**src/rtl/fbr_pkg.sv**
```systemverilog
package fbr_pkg;
   typedef enum logic [2:0] {
      ST_IDLE, ST_OPC, ST_ADDR, ST_MODE, ST_DUMMY, ST_DATA, ST_RELEASE
   } fbr_state_e;

   localparam logic [1:0] SK_TX    = 2'd0;
   localparam logic [1:0] SK_RX    = 2'd1;
   localparam logic [1:0] SK_DUMMY = 2'd2;

   localparam int CTRL_START  = 0;
   localparam int CTRL_CANCEL = 1;
   localparam int CTRL_DONE   = 5;
endpackage

```
**src/rtl/fbr_pack.sv**
```systemverilog
module fbr_pack #(
   parameter int WORD_BYTES = 4,
   localparam int WORD_W = WORD_BYTES * 8,
   localparam int LANE_W = (WORD_BYTES > 1) ? $clog2(WORD_BYTES) : 1
) (
   input  logic              clk,
   input  logic              rst_n,
   input  logic              clear,
   input  logic              byte_vld,
   input  logic [7:0]        byte_in,
   input  logic              byte_last,
   output logic              word_vld,
   output logic [WORD_W-1:0] word_out
);
   if ((WORD_BYTES & (WORD_BYTES - 1)) != 0) begin : g_bad_bytes
      $error("fbr_pack: WORD_BYTES must be a power of two");
   end

   if (WORD_BYTES == 1) begin : g_pass
      assign word_vld = byte_vld;
      assign word_out = byte_in;
   end else begin : g_acc
      logic [LANE_W-1:0] lane;
      logic [WORD_W-1:0] acc;
      logic [WORD_W-1:0] merged;

      always_comb begin
         merged = acc;
         merged[lane*8 +: 8] = byte_in;
      end

      assign word_out = merged;
      assign word_vld = byte_vld && ((lane == LANE_W'(WORD_BYTES - 1)) || byte_last);

      always_ff @(posedge clk or negedge rst_n) begin
         if (!rst_n) begin
            lane <= '0;
            acc  <= '0;
         end else if (clear) begin
            lane <= '0;
            acc  <= '0;
         end else if (byte_vld) begin
            if (word_vld) begin
               lane <= '0;
               acc  <= '0;
            end else begin
               lane <= lane + 1'b1;
               acc  <= merged;
            end
         end
      end

      // a short final word never carries bytes above the last one written
      p_zero_fill_r7: assert property (@(posedge clk) disable iff (!rst_n)
         (word_vld && byte_last && lane == '0) |-> (word_out[WORD_W-1:8] == '0));
   end
endmodule

```
**src/rtl/fbr_wbuf.sv**
```systemverilog
module fbr_wbuf #(
   parameter int DEPTH = 8,
   parameter int WIDTH = 32,
   parameter int LVL_W = 16,
   localparam int PTR_W = (DEPTH > 1) ? $clog2(DEPTH) : 1
) (
   input  logic             clk,
   input  logic             rst_n,
   input  logic             push,
   input  logic [WIDTH-1:0] wdata,
   input  logic             pop,
   output logic [WIDTH-1:0] rdata,
   output logic [LVL_W-1:0] level
);
   if (DEPTH < 2 || (DEPTH & (DEPTH - 1)) != 0) begin : g_bad_depth
      $error("fbr_wbuf: DEPTH must be a power of two of at least 2");
   end
   if (DEPTH >= (1 << LVL_W)) begin : g_bad_lvl
      $error("fbr_wbuf: LVL_W too narrow for DEPTH");
   end

   logic [WIDTH-1:0] mem [DEPTH];
   logic [PTR_W-1:0] wr_ptr, rd_ptr;
   logic             pop_ok;

   assign pop_ok = pop && (level != '0);
   assign rdata  = mem[rd_ptr];

   always_ff @(posedge clk) begin
      if (push) mem[wr_ptr] <= wdata;
   end

   always_ff @(posedge clk or negedge rst_n) begin
      if (!rst_n) begin
         wr_ptr <= '0;
         rd_ptr <= '0;
         level  <= '0;
      end else begin
         if (push)   wr_ptr <= wr_ptr + 1'b1;
         if (pop_ok) rd_ptr <= rd_ptr + 1'b1;
         case ({push, pop_ok})
            2'b10:   level <= level + 1'b1;
            2'b01:   level <= level - 1'b1;
            default: level <= level;
         endcase
      end
   end

   p_no_overflow_r8: assert property (@(posedge clk) disable iff (!rst_n)
      push |-> (level < LVL_W'(DEPTH)));
   p_level_bound_r8: assert property (@(posedge clk) disable iff (!rst_n)
      level <= LVL_W'(DEPTH));
   p_empty_pop_r8: assert property (@(posedge clk) disable iff (!rst_n)
      (pop && level == '0 && !push) |=> (level == '0));
endmodule

```
**src/rtl/fbr_seq.sv**
```systemverilog
module fbr_seq
   import fbr_pkg::*;
#(
   parameter int ADDR_W  = 32,
   parameter int CNT_W   = 32,
   parameter int DUMMY_W = 5
) (
   input  logic               clk,
   input  logic               rst_n,
   input  logic               ctrl_wr,
   input  logic [7:0]         ctrl_wdata,
   input  logic [7:0]         cfg_opcode,
   input  logic [1:0]         cfg_instr_lanes,
   input  logic [1:0]         cfg_addr_lanes,
   input  logic [1:0]         cfg_data_lanes,
   input  logic               cfg_mode_en,
   input  logic [7:0]         cfg_mode_val,
   input  logic [DUMMY_W-1:0] cfg_dummy,
   input  logic [3:0]         cfg_addr_len_m1,
   input  logic [ADDR_W-1:0]  cfg_start_addr,
   input  logic [CNT_W-1:0]   cfg_byte_count,
   input  logic               buf_room,
   input  logic               sh_ack,
   output logic               sh_req,
   output logic [1:0]         sh_kind,
   output logic [7:0]         sh_tx_byte,
   output logic [1:0]         sh_lanes,
   output logic               sh_cs,
   output logic               busy,
   output logic               done,
   output logic               data_vld,
   output logic               data_last,
   output logic               pack_clear
);
   if (DUMMY_W > 8) begin : g_bad_dummy
      $error("fbr_seq: dummy count must fit the item byte");
   end

   fbr_state_e       state, after_addr, after_mode, after_dummy;
   logic [ADDR_W-1:0] addr_r;
   logic [CNT_W-1:0]  remain;
   logic [1:0]        idx, alen_m1;
   logic              start_go, cancel_go, clear_done, step;

   assign alen_m1    = cfg_addr_len_m1[1:0];
   assign start_go   = ctrl_wr && ctrl_wdata[CTRL_START] && (state == ST_IDLE);
   assign cancel_go  = ctrl_wr && ctrl_wdata[CTRL_CANCEL] && (state != ST_IDLE);
   assign clear_done = ctrl_wr && ctrl_wdata[CTRL_DONE];
   assign step       = sh_req && sh_ack;

   assign after_dummy = (remain != '0) ? ST_DATA : ST_RELEASE;
   assign after_mode  = (cfg_dummy != '0) ? ST_DUMMY : after_dummy;
   assign after_addr  = cfg_mode_en ? ST_MODE : after_mode;

   always_comb begin
      sh_req     = 1'b0;
      sh_kind    = SK_TX;
      sh_tx_byte = 8'h00;
      sh_lanes   = cfg_addr_lanes;
      unique case (state)
         ST_OPC: begin
            sh_req     = 1'b1;
            sh_tx_byte = cfg_opcode;
            sh_lanes   = cfg_instr_lanes;
         end
         ST_ADDR: begin
            sh_req     = 1'b1;
            sh_tx_byte = 8'(addr_r >> {(alen_m1 - idx), 3'b000});
         end
         ST_MODE: begin
            sh_req     = 1'b1;
            sh_tx_byte = cfg_mode_val;
         end
         ST_DUMMY: begin
            sh_req     = 1'b1;
            sh_kind    = SK_DUMMY;
            sh_tx_byte = 8'(cfg_dummy);
         end
         ST_DATA: begin
            sh_req   = buf_room;
            sh_kind  = SK_RX;
            sh_lanes = cfg_data_lanes;
         end
         default: ;
      endcase
   end

   assign sh_cs      = (state != ST_IDLE) && (state != ST_RELEASE);
   assign busy       = (state != ST_IDLE);
   assign data_vld   = (state == ST_DATA) && step && !cancel_go;
   assign data_last  = (remain == CNT_W'(1));
   assign pack_clear = start_go;

   always_ff @(posedge clk or negedge rst_n) begin
      if (!rst_n) begin
         state  <= ST_IDLE;
         addr_r <= '0;
         remain <= '0;
         idx    <= '0;
         done   <= 1'b0;
      end else begin
         if (state == ST_RELEASE && !cancel_go) done <= 1'b1;
         else if (clear_done)                   done <= 1'b0;

         if (cancel_go) begin
            state <= ST_IDLE;
         end else begin
            unique case (state)
               ST_IDLE: if (start_go) begin
                  state  <= ST_OPC;
                  addr_r <= cfg_start_addr;
                  remain <= cfg_byte_count;
                  idx    <= '0;
               end
               ST_OPC: if (step) state <= ST_ADDR;
               ST_ADDR: if (step) begin
                  if (idx == alen_m1) state <= after_addr;
                  else                idx   <= idx + 1'b1;
               end
               ST_MODE:  if (step) state <= after_mode;
               ST_DUMMY: if (step) state <= after_dummy;
               ST_DATA: if (step) begin
                  remain <= remain - 1'b1;
                  if (data_last) state <= ST_RELEASE;
               end
               ST_RELEASE: state <= ST_IDLE;
               default:    state <= ST_IDLE;
            endcase
         end
      end
   end

   p_start_busy_r2: assert property (@(posedge clk) disable iff (!rst_n)
      start_go |=> busy);
   p_done_released_r10: assert property (@(posedge clk) disable iff (!rst_n)
      $rose(done) |-> (!sh_cs && state == ST_IDLE));
   p_w1c_r11: assert property (@(posedge clk) disable iff (!rst_n)
      (clear_done && state != ST_RELEASE) |=> !done);
   p_cancel_idle_r12: assert property (@(posedge clk) disable iff (!rst_n)
      cancel_go |=> (!busy && !sh_cs));
   p_cancel_nodone_r12: assert property (@(posedge clk) disable iff (!rst_n)
      (cancel_go && !done) |=> !done);
endmodule

```
**src/rtl/flash_bulk_reader.sv**
```systemverilog
module flash_bulk_reader
   import fbr_pkg::*;
#(
   parameter int ADDR_W     = 32,
   parameter int CNT_W      = 32,
   parameter int DUMMY_W    = 5,
   parameter int BUF_DEPTH  = 8,
   parameter int LVL_W      = 16,
   parameter int WORD_BYTES = 4,
   localparam int WORD_W    = WORD_BYTES * 8
) (
   input  logic               clk,
   input  logic               rst_n,
   input  logic               ctrl_wr,
   input  logic [7:0]         ctrl_wdata,
   input  logic [7:0]         cfg_opcode,
   input  logic [1:0]         cfg_instr_lanes,
   input  logic [1:0]         cfg_addr_lanes,
   input  logic [1:0]         cfg_data_lanes,
   input  logic               cfg_mode_en,
   input  logic [7:0]         cfg_mode_val,
   input  logic [DUMMY_W-1:0] cfg_dummy,
   input  logic [3:0]         cfg_addr_len_m1,
   input  logic [ADDR_W-1:0]  cfg_start_addr,
   input  logic [CNT_W-1:0]   cfg_byte_count,
   output logic               stat_busy,
   output logic               stat_done,
   output logic               sh_req,
   output logic [1:0]         sh_kind,
   output logic [7:0]         sh_tx_byte,
   output logic [1:0]         sh_lanes,
   output logic               sh_cs,
   input  logic               sh_ack,
   input  logic [7:0]         sh_rx_byte,
   input  logic               buf_pop,
   output logic [WORD_W-1:0]  buf_rdata,
   output logic [LVL_W-1:0]   buf_level
);
   logic              buf_room, data_vld, data_last, pack_clear, word_vld;
   logic [WORD_W-1:0] word_out;

   assign buf_room = (buf_level < LVL_W'(BUF_DEPTH));

   fbr_seq #(.ADDR_W(ADDR_W), .CNT_W(CNT_W), .DUMMY_W(DUMMY_W)) u_seq (
      .clk, .rst_n, .ctrl_wr, .ctrl_wdata,
      .cfg_opcode, .cfg_instr_lanes, .cfg_addr_lanes, .cfg_data_lanes,
      .cfg_mode_en, .cfg_mode_val, .cfg_dummy, .cfg_addr_len_m1,
      .cfg_start_addr, .cfg_byte_count,
      .buf_room, .sh_ack,
      .sh_req, .sh_kind, .sh_tx_byte, .sh_lanes, .sh_cs,
      .busy(stat_busy), .done(stat_done),
      .data_vld, .data_last, .pack_clear
   );

   fbr_pack #(.WORD_BYTES(WORD_BYTES)) u_pack (
      .clk, .rst_n, .clear(pack_clear),
      .byte_vld(data_vld), .byte_in(sh_rx_byte), .byte_last(data_last),
      .word_vld, .word_out
   );

   fbr_wbuf #(.DEPTH(BUF_DEPTH), .WIDTH(WORD_W), .LVL_W(LVL_W)) u_wbuf (
      .clk, .rst_n, .push(word_vld), .wdata(word_out),
      .pop(buf_pop), .rdata(buf_rdata), .level(buf_level)
   );

   p_stall_full_r9: assert property (@(posedge clk) disable iff (!rst_n)
      (buf_level == LVL_W'(BUF_DEPTH) && sh_kind == SK_RX) |-> !sh_req);
   p_cs_with_req_r3: assert property (@(posedge clk) disable iff (!rst_n)
      sh_req |-> sh_cs);
endmodule

```
**config.mk**
```make
export PLATFORM = sky130hd
export DESIGN_NAME = flash_bulk_reader
export DESIGN_NICKNAME = d
export VERILOG_FILES = /design/src/rtl/fbr_pkg.sv /design/src/rtl/fbr_pack.sv /design/src/rtl/fbr_wbuf.sv /design/src/rtl/fbr_seq.sv /design/src/rtl/flash_bulk_reader.sv
export SDC_FILE = /design/constraint.sdc
export NUM_CORES = 1
export LEC_CHECK = 0
export BUFFER_PORTS_ARGS = -buffer_cell sky130_fd_sc_hd__buf_2
export CORE_MARGIN = 3
export CORE_UTILIZATION = 64
export DETAILED_ROUTE_END_ITERATION = 16
export GPL_ROUTABILITY_DRIVEN = 0
export HOLD_SLACK_MARGIN = 0.08
export PLACE_DENSITY = 0.88
export SLEW_MARGIN = 20
export SYNTH_ARGS = -nofsm -noshare
export SYNTH_HDL_FRONTEND = slang
export SYNTH_SLANG_ARGS = --single-unit
export TNS_END_PERCENT = 50
```
**constraint.sdc**
```tcl
create_clock -name clk -period 10.5 [get_ports clk]
set_input_delay 1.575 -clock clk [delete_from_list [all_inputs] [get_ports clk]]
set_output_delay 1.575 -clock clk [all_outputs]
set_load 0.1 [all_outputs]
```
==> results.yml, run 1 <==
timing:
  hold_viol: 0
  max_freq_mhz: 188.3
  maxSlewViolCount: 0
  setup_tns_ps: 0
  fin_skew_ps: 30.45
  maxSlewHeadroom: 0.2760
  hold_ws_ps: 469.5
  finalSetupViolCount: 0
  rsz0062_at_grt: "no"
  fin_crit_ps: 5309
  period_share: 0.5056
  timing.final.ws_setup_ps: 5191
  max_slew.worst_pin.slew_ps: 1078
finish:
  layout_common_cells: "256 x edfxtp_1, 184 x nand2_1, 172 x buf_2"
  drive_above_1_share: 0.2575
  finalInstanceArea_sq_mm: 0.01989
  syn_to_final_growth_pct: 15.15
  nFillCells: 1493
  nets: 1604
  final_util: 0.7569
  stdcell_count: 1827
  final_common_cell: "edfxtp_1"
pwr:
  power_mw: 6.324
  ir_drop_mv: 0.2744
  p_leak_nw: 7.807
  powerDensity_mw_per_mm2: 317.9
yosys:
  synth_cells: 1300
  yosysSeqAreaShare: 0.6276
  syn_avg_cell_area_sq_um: 13.29
  yosys_most_used_dff: "edfxtp_1"
  syn-cell-area_sq_mm: 0.01727
  yosys_warnings: 0
  synth.largest_area_cell: "edfxtp_1"
  synth_seq_cells: 382
  synth-async-reset-ratio: 0.3298
  synth_enable_flop_cells: 256
  syn_nets: 1443
  synth_top_area_frac: 0.4450
  synth_cell_types: 66
  yosys-top-cells-area: "edfxtp_1 45%, dfrtp_1 18%, mux4_2 9.4%"
floorplan:
  start_util: 0.6573
  die_area_sq_mm: 0.02900
  die_w_um: 170.3
  pin_count: 181
  num_rows: 59
  dieHeight_um: 170.3
  core-area_sq_mm: 0.02628
clock_tree:
  clockBufferDepth: 3
  cts-resized-gates: 0
  clkTransAtPathRegs_ps: 60
  cts_setup_buffers: 0
  h-tree-depth: 2
  cts_buffers: 38
  root_buffer: "clkbuf_16"
  cts_tree: "yes"
  clock-sinks: 382
  worst_skew_pair.late_latency_ps: 550
  postCtsHoldBufs: 0
setup_path:
  cpMostUsedCell: "buf_2"
  cpLargestDelayFamily: "XOR/XNOR gates"
  critical_path.slowest_cell: "xor2_2"
  cpPeakStageDelay_ps: 580
  endpoint_kind: "output port"
  cp_max_fo: 8
  path_buf_inv: 2
  reg2reg_depth: 15
  cp_cell_sequence: "buf_2 -> xnor2_1 -> xor2_2 -> mux4_2 -> a21oi_1 -> o21ai_0 -> buf_2"
  cp-endpoint: "sh_tx_byte[1]"
  worstSetupStartpointType: "primary input"
  cp_num_cells: 7
  r2r_start: "u_seq.state[1]"
  r2r_setup_slack_ps: 5280
  cp-startpoint: "cfg_addr_len_m1[1]"
  required_ps: 8930
  crit_arrival_ps: 3730
  crit_type: "primary input to output port"
  r2r_end: "u_wbuf.level[13]"
detailed_routing:
  avgRoutedWirePerCell_um: 22.31
  drt_iter0_markers: 1182
  wl_um: 40750
  drc: 0
  vias: 11660
  firstDrtPassIters: 7
  ant_nets: 0
  viasPerCell: 6.381
place:
  port_buffers: 173
  dp_cells: 1756
  placed_area_sq_mm: 0.01860
  hpwl_um: 24900
  dp_slack_ps: 4850
min_path:
  min_path_cells: 2
  min_path_type: "flip-flop to flip-flop"
status:
  status: "complete, no violations"
global_routing:
  grt_max_degree: 68
  grt_overflow: 0
  grt_pass1_vias: 11770
  grt_pass1_wl_um: 63960
  antenna_found_initial: 2
  grtUsageTotal: 0.2845
job:
  cap_violations: 0
==> flip-flops by register name (all words and copies together) (netlist names) <==
signal	cells
u_wbuf.mem	256
u_wbuf.rd_ptr	3
u_seq.remain	32
u_seq.done	1
u_pack.g_acc.lane	2
u_wbuf.wr_ptr	3
u_pack.g_acc.acc	32
u_seq.idx	2
u_wbuf.level	16
u_seq.addr_r	32
u_seq.state	3
==> layer usage <==
metal	vias up	GRT usage	routed length, um
met2	608	0.4930	21160
li1	5191	-	-
met1	5751	0.3691	15190
met5	-	0	13
met4	2	0.09982	1350
met3	107	0.04692	3049
==> final cells by class <==
class,count,area (sq um),area share
Clock inverter,12,158.9,0.007988
Clock buffer,58,1116,0.05611
Antenna cell,1,2.502,0.0001258
Timing Repair Buffer,193,1119,0.05623
Inverter,80,300.3,0.01510
Tap cell,335,419.2,0.02107
Multi-Input combinational cell,766,5931,0.2982
Sequential cell,382,10850,0.5452
==> synth_stat cells, types with 5 or more instances <==
library cell  count
nand4_1           5
edfxtp_1        256
nor3_1           26
nor2_1           59
o22a_1            7
nand2b_1          6
nand3_1          14
o21a_1           39
nand2_1         184
buf_2             5
dfrtp_1         126
or3_1             8
a21o_1            9
and3_1            5
clkbuf_1         56
inv_1            79
mux4_2           72
mux2_2           38
mux2i_1           9
o22ai_1          35
xor2_1            9
a21oi_1          56
o21ai_0          62
a22oi_1           5
ha_1             25
a31oi_1           8
buf_1             9
xnor2_1          10
nor4_1            8
==> where the power goes <==
| part | total, mW | switching, mW | internal (mW) |
|---|---|---|---|
| clock | 1.36 | 0.569 | 0.791 |
| sequential | 2.10 | 0.225 | 1.88 |
| combinational | 2.86 | 2.06 | 0.796 |
==> tightest hold or removal path: cells and delay by family, from the launching register on <==
family / cells / cell delay (ps)
and+or+nand+nor: 2 / 100
DFF: 1 / 340
==> worst min-delay path by stage <==
stage	slack, ps	endpoint	from
4_1_cts	470	u_seq.addr_r[20]	u_seq.addr_r[20]
6_report	470	u_seq.addr_r[3]	u_seq.addr_r[3]
2_1_floorplan	440	u_seq.addr_r[16]	u_seq.addr_r[16]
3_3_place_gp	450	u_seq.addr_r[3]	u_seq.addr_r[3]
5_1_grt	490	u_seq.addr_r[22]	u_seq.addr_r[22]
3_5_place_dp	460	u_seq.addr_r[3]	u_seq.addr_r[3]
==> kinds of logic after synthesis <==
family                   count (synthesis)  synth area share
adder cells (fa/ha/maj)                 26           0.01927
AND/OR/NAND/NOR                        340           0.08851
XOR/XNOR                                19          0.009634
flip-flops                             382            0.6276
buffers and inverters                  152           0.03426
multiplexers                           119            0.1239
AO/OA/AOI/OAI                          262           0.09692
(Power assumes the default switching activity.)
==> run 2, diff against run 1 <==
- CORE_UTILIZATION: 64 -> 59
- PLACE_DENSITY: 0.88 -> 0.82
- clock period: 10.5 -> 5.3 ns (I/O delays scaled with it)
==> results.yml, run 2 (synthesis gave the netlist of run 1 again) <==
floorplan:
  dieHeight_um: 177.1
  num_rows: 62
  pin_count: 181
  die_area_sq_mm: 0.03137
  core-area_sq_mm: 0.02878
  die_w_um: 177.1
  start_util: 0.6002
detailed_routing:
  drt_iter0_markers: 1181
  wl_um: 42220
  vias: 11790
  drc: 0
  avgRoutedWirePerCell_um: 22.40
  firstDrtPassIters: 5
  ant_nets: 0
  viasPerCell: 6.254
setup_path:
  critical_path.slowest_cell: "or4_1"
  r2r_start: "u_seq.remain[10]"
  cp_cell_sequence: "or4_1 -> nor3_1 -> a41oi_1 -> nor2_1 -> inv_1 -> ha_1 -> fa_1 -> a211oi_1 -> o211ai_1 -> a41oi_1 -> a21oi_1 -> xor2_1 -> mux2_2"
  required_ps: 5720
  cpPeakStageDelay_ps: 580
  endpoint_kind: "flip-flop"
  cp-startpoint: "u_seq.remain[10]"
  worstSetupStartpointType: "flip-flop"
  cpMostUsedCell: "a41oi_1"
  cp_max_fo: 19
  crit_type: "flip-flop to flip-flop"
  crit_arrival_ps: 5200
global_routing:
  grtUsageTotal: 0.2685
  grt_pass1_wl_um: 65020
  grt_max_degree: 66
  antenna_found_initial: 2
  grt_pass1_vias: 11690
  grt_overflow: 0
timing:
  rsz0062_at_grt: "no"
  fin_skew_ps: 21.98
  max_freq_mhz: 209.5
  maxSlewHeadroom: 0.3410
  setup_tns_ps: 0
  max_slew.worst_pin.slew_ps: 988.5
  maxSlewViolCount: 0
  finalSetupViolCount: 0
  hold_viol: 0
  period_share: 0.9008
  timing.final.ws_setup_ps: 525.9
  hold_ws_ps: 345.0
  fin_crit_ps: 4774
clock_tree:
  postCtsHoldBufs: 0
  cts_setup_buffers: 0
  worst_skew_pair.late_latency_ps: 550
  cts-resized-gates: 0
  cts_tree: "yes"
  cts_buffers: 38
  clockBufferDepth: 3
  clkTransAtPathRegs_ps: 60
  clock-sinks: 382
  h-tree-depth: 2
  root_buffer: "clkbuf_16"
finish:
  final_common_cell: "edfxtp_1"
  drive_above_1_share: 0.2640
  multiInputGateArea_sq_mm: 0.005924
  nFillCells: 1825
  nets: 1613
  syn_to_final_growth_pct: 15.54
  regArea_sq_mm: 0.01085
  largest_reg_flops: 256
  layout_common_cells: "256 x edfxtp_1, 184 x nand2_1, 172 x buf_2"
  finalInstanceArea_sq_mm: 0.01996
  top_register: "u_wbuf.mem"
pwr:
  powerDensity_mw_per_mm2: 632.6
  power_frac_seq: 0.330
  internal-power_mw: 6.960
  power_mw: 12.63
  clkPwrFrac: 0.218
  power_frac_comb: 0.452
  p_leak_nw: 7.858
  ir_drop_mv: 0.5528
  swShare: 0.4488
  power_switching_mw: 5.667
place:
  hpwl_um: 25560
  port_buffers: 173
  dp_slack_ps: 597.4
  placed_area_sq_mm: 0.01863
job:
  cap_violations: 0
status:
  status: "complete, no violations"
min_path:
  min_path_type: "primary input to asynchronous set/reset pin"
run 2: changes by cell type in the layout (fill, tap and decap cells not counted), sizes merged:
cell	previous run	this run
inv	79	81
clkinv	9	10
clkinvlp	2	1
bufinv	2	3
buf	193	202
clkbuf	58	55
run 2: through the flow:
| stage | instances | utilization |
|---|---|---|
| after floorplan | 1300 | - |
| after global placement | 1813 | 0.6473 |
| after detailed placement | 1813 | 0.6473 |
| after CTS | 1883 | 0.6925 |
| after global routing | 1885 | 0.6935 |
| final | 1885 | 0.6935 |
run 2: final timing paths:
| path | end | slack, ps | cells past startpoint |
|---|---|---|---|
| setup / recovery | u_wbuf.level[12] | 530 | 13 |
| setup reg to reg | u_wbuf.level[12] | 530 | 13 |
| max in group asynchronous | u_seq.addr_r[2] | 3580 | 2 |
| hold reg to reg | u_seq.addr_r[30] | 470 | 2 |
| hold / removal | u_seq.remain[9] | 340 | 1 |
| min in group clk | u_seq.addr_r[1] | 450 | 3 |
run 2: layout make-up:
class,count,area share
Inverter,80,0.01505
Tap cell,384,0.02407
Antenna cell,1,0.0001254
Multi-Input combinational cell,766,0.2968
Clock buffer,55,0.05535
Clock inverter,15,0.009779
Timing Repair Buffer,202,0.05542
Sequential cell,382,0.5434
run 2: power groups by stage:
| stage | Sequential [mW] | Clock, mW | Combinational, mW |
|---|---|---|---|
| 5_1_grt | 4.22 | 2.90 | 6.04 |
| 3_3_place_gp | 4.27 | 0 | 5.41 |
| 4_1_cts | 4.24 | 2.79 | 5.59 |
| 3_5_place_dp | 4.29 | 0 | 5.53 |
| 6_report | 4.17 | 2.75 | 5.70 |
| 2_1_floorplan | 4.46 | 0 | 4.32 |
run 2: per-layer routing:
layer / global-route usage / part of all wire
met1: 0.3552 / 0.38
met2: 0.4551 / 0.50
met3: 0.05105 / 0.086
met4: 0.08445 / 0.035
met5: 0 / 0.00031
run 2: worst max-delay path, delay by kind of cell (launching register included):
| family | cells | cell delay [ps] |
|---|---|---|
| AO/OA/AOI/OAI | 5 | 1430 |
| XOR/XNOR | 1 | 160 |
| adder cells (fa/ha/maj) | 2 | 1030 |
| buffers and inverters | 1 | 100 |
| flip-flops | 1 | 450 |
| multiplexers | 1 | 260 |
| AND/OR/NAND/NOR | 3 | 1240 |
==> run 3, diff against run 2 <==
- ABC_CLOCK_PERIOD_IN_PS: not set -> 5300
- PLACE_DENSITY: 0.82 -> 0.8
==> results.yml, run 3 (synthesis gave the netlist of run 1 again) <==
floorplan:
  die_w_um: 177.1
  dieHeight_um: 177.1
  start_util: 0.6002
  core-area_sq_mm: 0.02878
  num_rows: 62
  pin_count: 181
  die_area_sq_mm: 0.03137
detailed_routing:
  drc: 0
  drt_iter0_markers: 906
  viasPerCell: 6.086
  avgRoutedWirePerCell_um: 21.79
  wl_um: 41080
  vias: 11470
  firstDrtPassIters: 5
  ant_nets: 0
clock_tree:
  postCtsHoldBufs: 0
  cts_buffers: 39
  worst_skew_pair.late_latency_ps: 530
  root_buffer: "clkbuf_16"
  cts_setup_buffers: 0
  clkTransAtPathRegs_ps: 60
  clock-sinks: 382
  clockBufferDepth: 3
  cts_tree: "yes"
  h-tree-depth: 2
  cts-resized-gates: 0
pwr:
  powerDensity_mw_per_mm2: 630.9
  ir_drop_mv: 0.4771
  p_leak_nw: 7.824
  power_mw: 12.56
timing:
  setup_tns_ps: 0
  rsz0062_at_grt: "no"
  finalSetupViolCount: 0
  maxSlewViolCount: 0
  fin_crit_ps: 4652
  maxSlewHeadroom: 0.3104
  period_share: 0.8777
  max_slew.worst_pin.slew_ps: 1034
  hold_viol: 0
  timing.final.ws_setup_ps: 648.0
  fin_skew_ps: 20.95
  hold_ws_ps: 232.8
  max_freq_mhz: 215.0
global_routing:
  grt_pass1_wl_um: 63830
  antenna_found_initial: 4
  grt_pass1_vias: 11640
  grt_overflow: 0
  grtUsageTotal: 0.2647
  grt_max_degree: 58
place:
  port_buffers: 173
  placed_area_sq_mm: 0.01862
  dp_slack_ps: 695.9
  dp_cells: 1812
  hpwl_um: 26220
setup_path:
  required_ps: 5700
  endpoint_kind: "flip-flop"
  cp-startpoint: "u_seq.remain[12]"
  r2r_start: "u_seq.remain[12]"
  reg2reg_depth: 13
  r2r_end: "u_wbuf.level[12]"
  crit_type: "flip-flop to flip-flop"
  crit_arrival_ps: 5050
  cp-endpoint: "u_wbuf.level[12]"
  worstSetupStartpointType: "flip-flop"
  r2r_setup_slack_ps: 650
  cp_max_fo: 19
finish:
  nets: 1612
  syn_to_final_growth_pct: 15.26
  stdcell_count: 1885
  drive_above_1_share: 0.2607
  top_register: "u_wbuf.mem"
  final_common_cell: "edfxtp_1"
  largest_reg_flops: 256
  finalInstanceArea_sq_mm: 0.01991
  final_util: 0.6918
  layout_common_cells: "256 x edfxtp_1, 184 x nand2_1, 172 x buf_2"
status:
  status: "complete, no violations"
min_path:
  min_path_type: "primary input to asynchronous set/reset pin"
job:
  cap_violations: 0
## run 3: final cells by class
class / count / area (sq um)
inverters: 80 / 300.3
clock inverters: 19 / 207.7
fillers: 1905 / 8870
diodes: 1 / 2.502
flip-flops and latches: 382 / 10850
well taps: 384 / 480.5
repair buffers: 200 / 1071
clock buffers: 53 / 1079
multi-input cells: 766 / 5924
## run 3: per-layer routing
layer | up-vias | global-route usage | part of all wire
li1 | 5196 | - | -
met1 | 5665 | 0.3466 | 0.38
met2 | 524 | 0.4508 | 0.51
met3 | 81 | 0.05813 | 0.082
met4 | 6 | 0.07594 | 0.028
met5 | - | 0 | 0.00071
## run 3: critical path, stage by stage, from the launching register on
cell	delay (ps)
dfrtp_1	400
or4_1	610
nor3_1	410
a41oi_1	260
nor2_1	260
inv_1	90
ha_1	480
fa_1	550
a211oi_1	320
o211ai_1	170
a41oi_1	410
a21oi_1	140
xor2_1	160
mux2_2	260
## run 3: worst min-delay path by stage
stage / cells past startpoint / start / to
3_5_place_dp: 2 / u_seq.addr_r[1] / u_seq.addr_r[1]
3_3_place_gp: 2 / u_seq.addr_r[22] / u_seq.addr_r[22]
2_1_floorplan: 2 / u_seq.addr_r[16] / u_seq.addr_r[16]
4_1_cts: 1 / rst_n / u_seq.addr_r[17]
6_report: 1 / rst_n / u_seq.addr_r[1]
5_1_grt: 1 / rst_n / u_seq.addr_r[17]
## run 3: power breakdown
group          total, mW  internal (mW)  switching [mW]
logic               5.62           1.59            4.03
registers           4.20           3.72           0.476
clock network       2.74           1.63            1.11
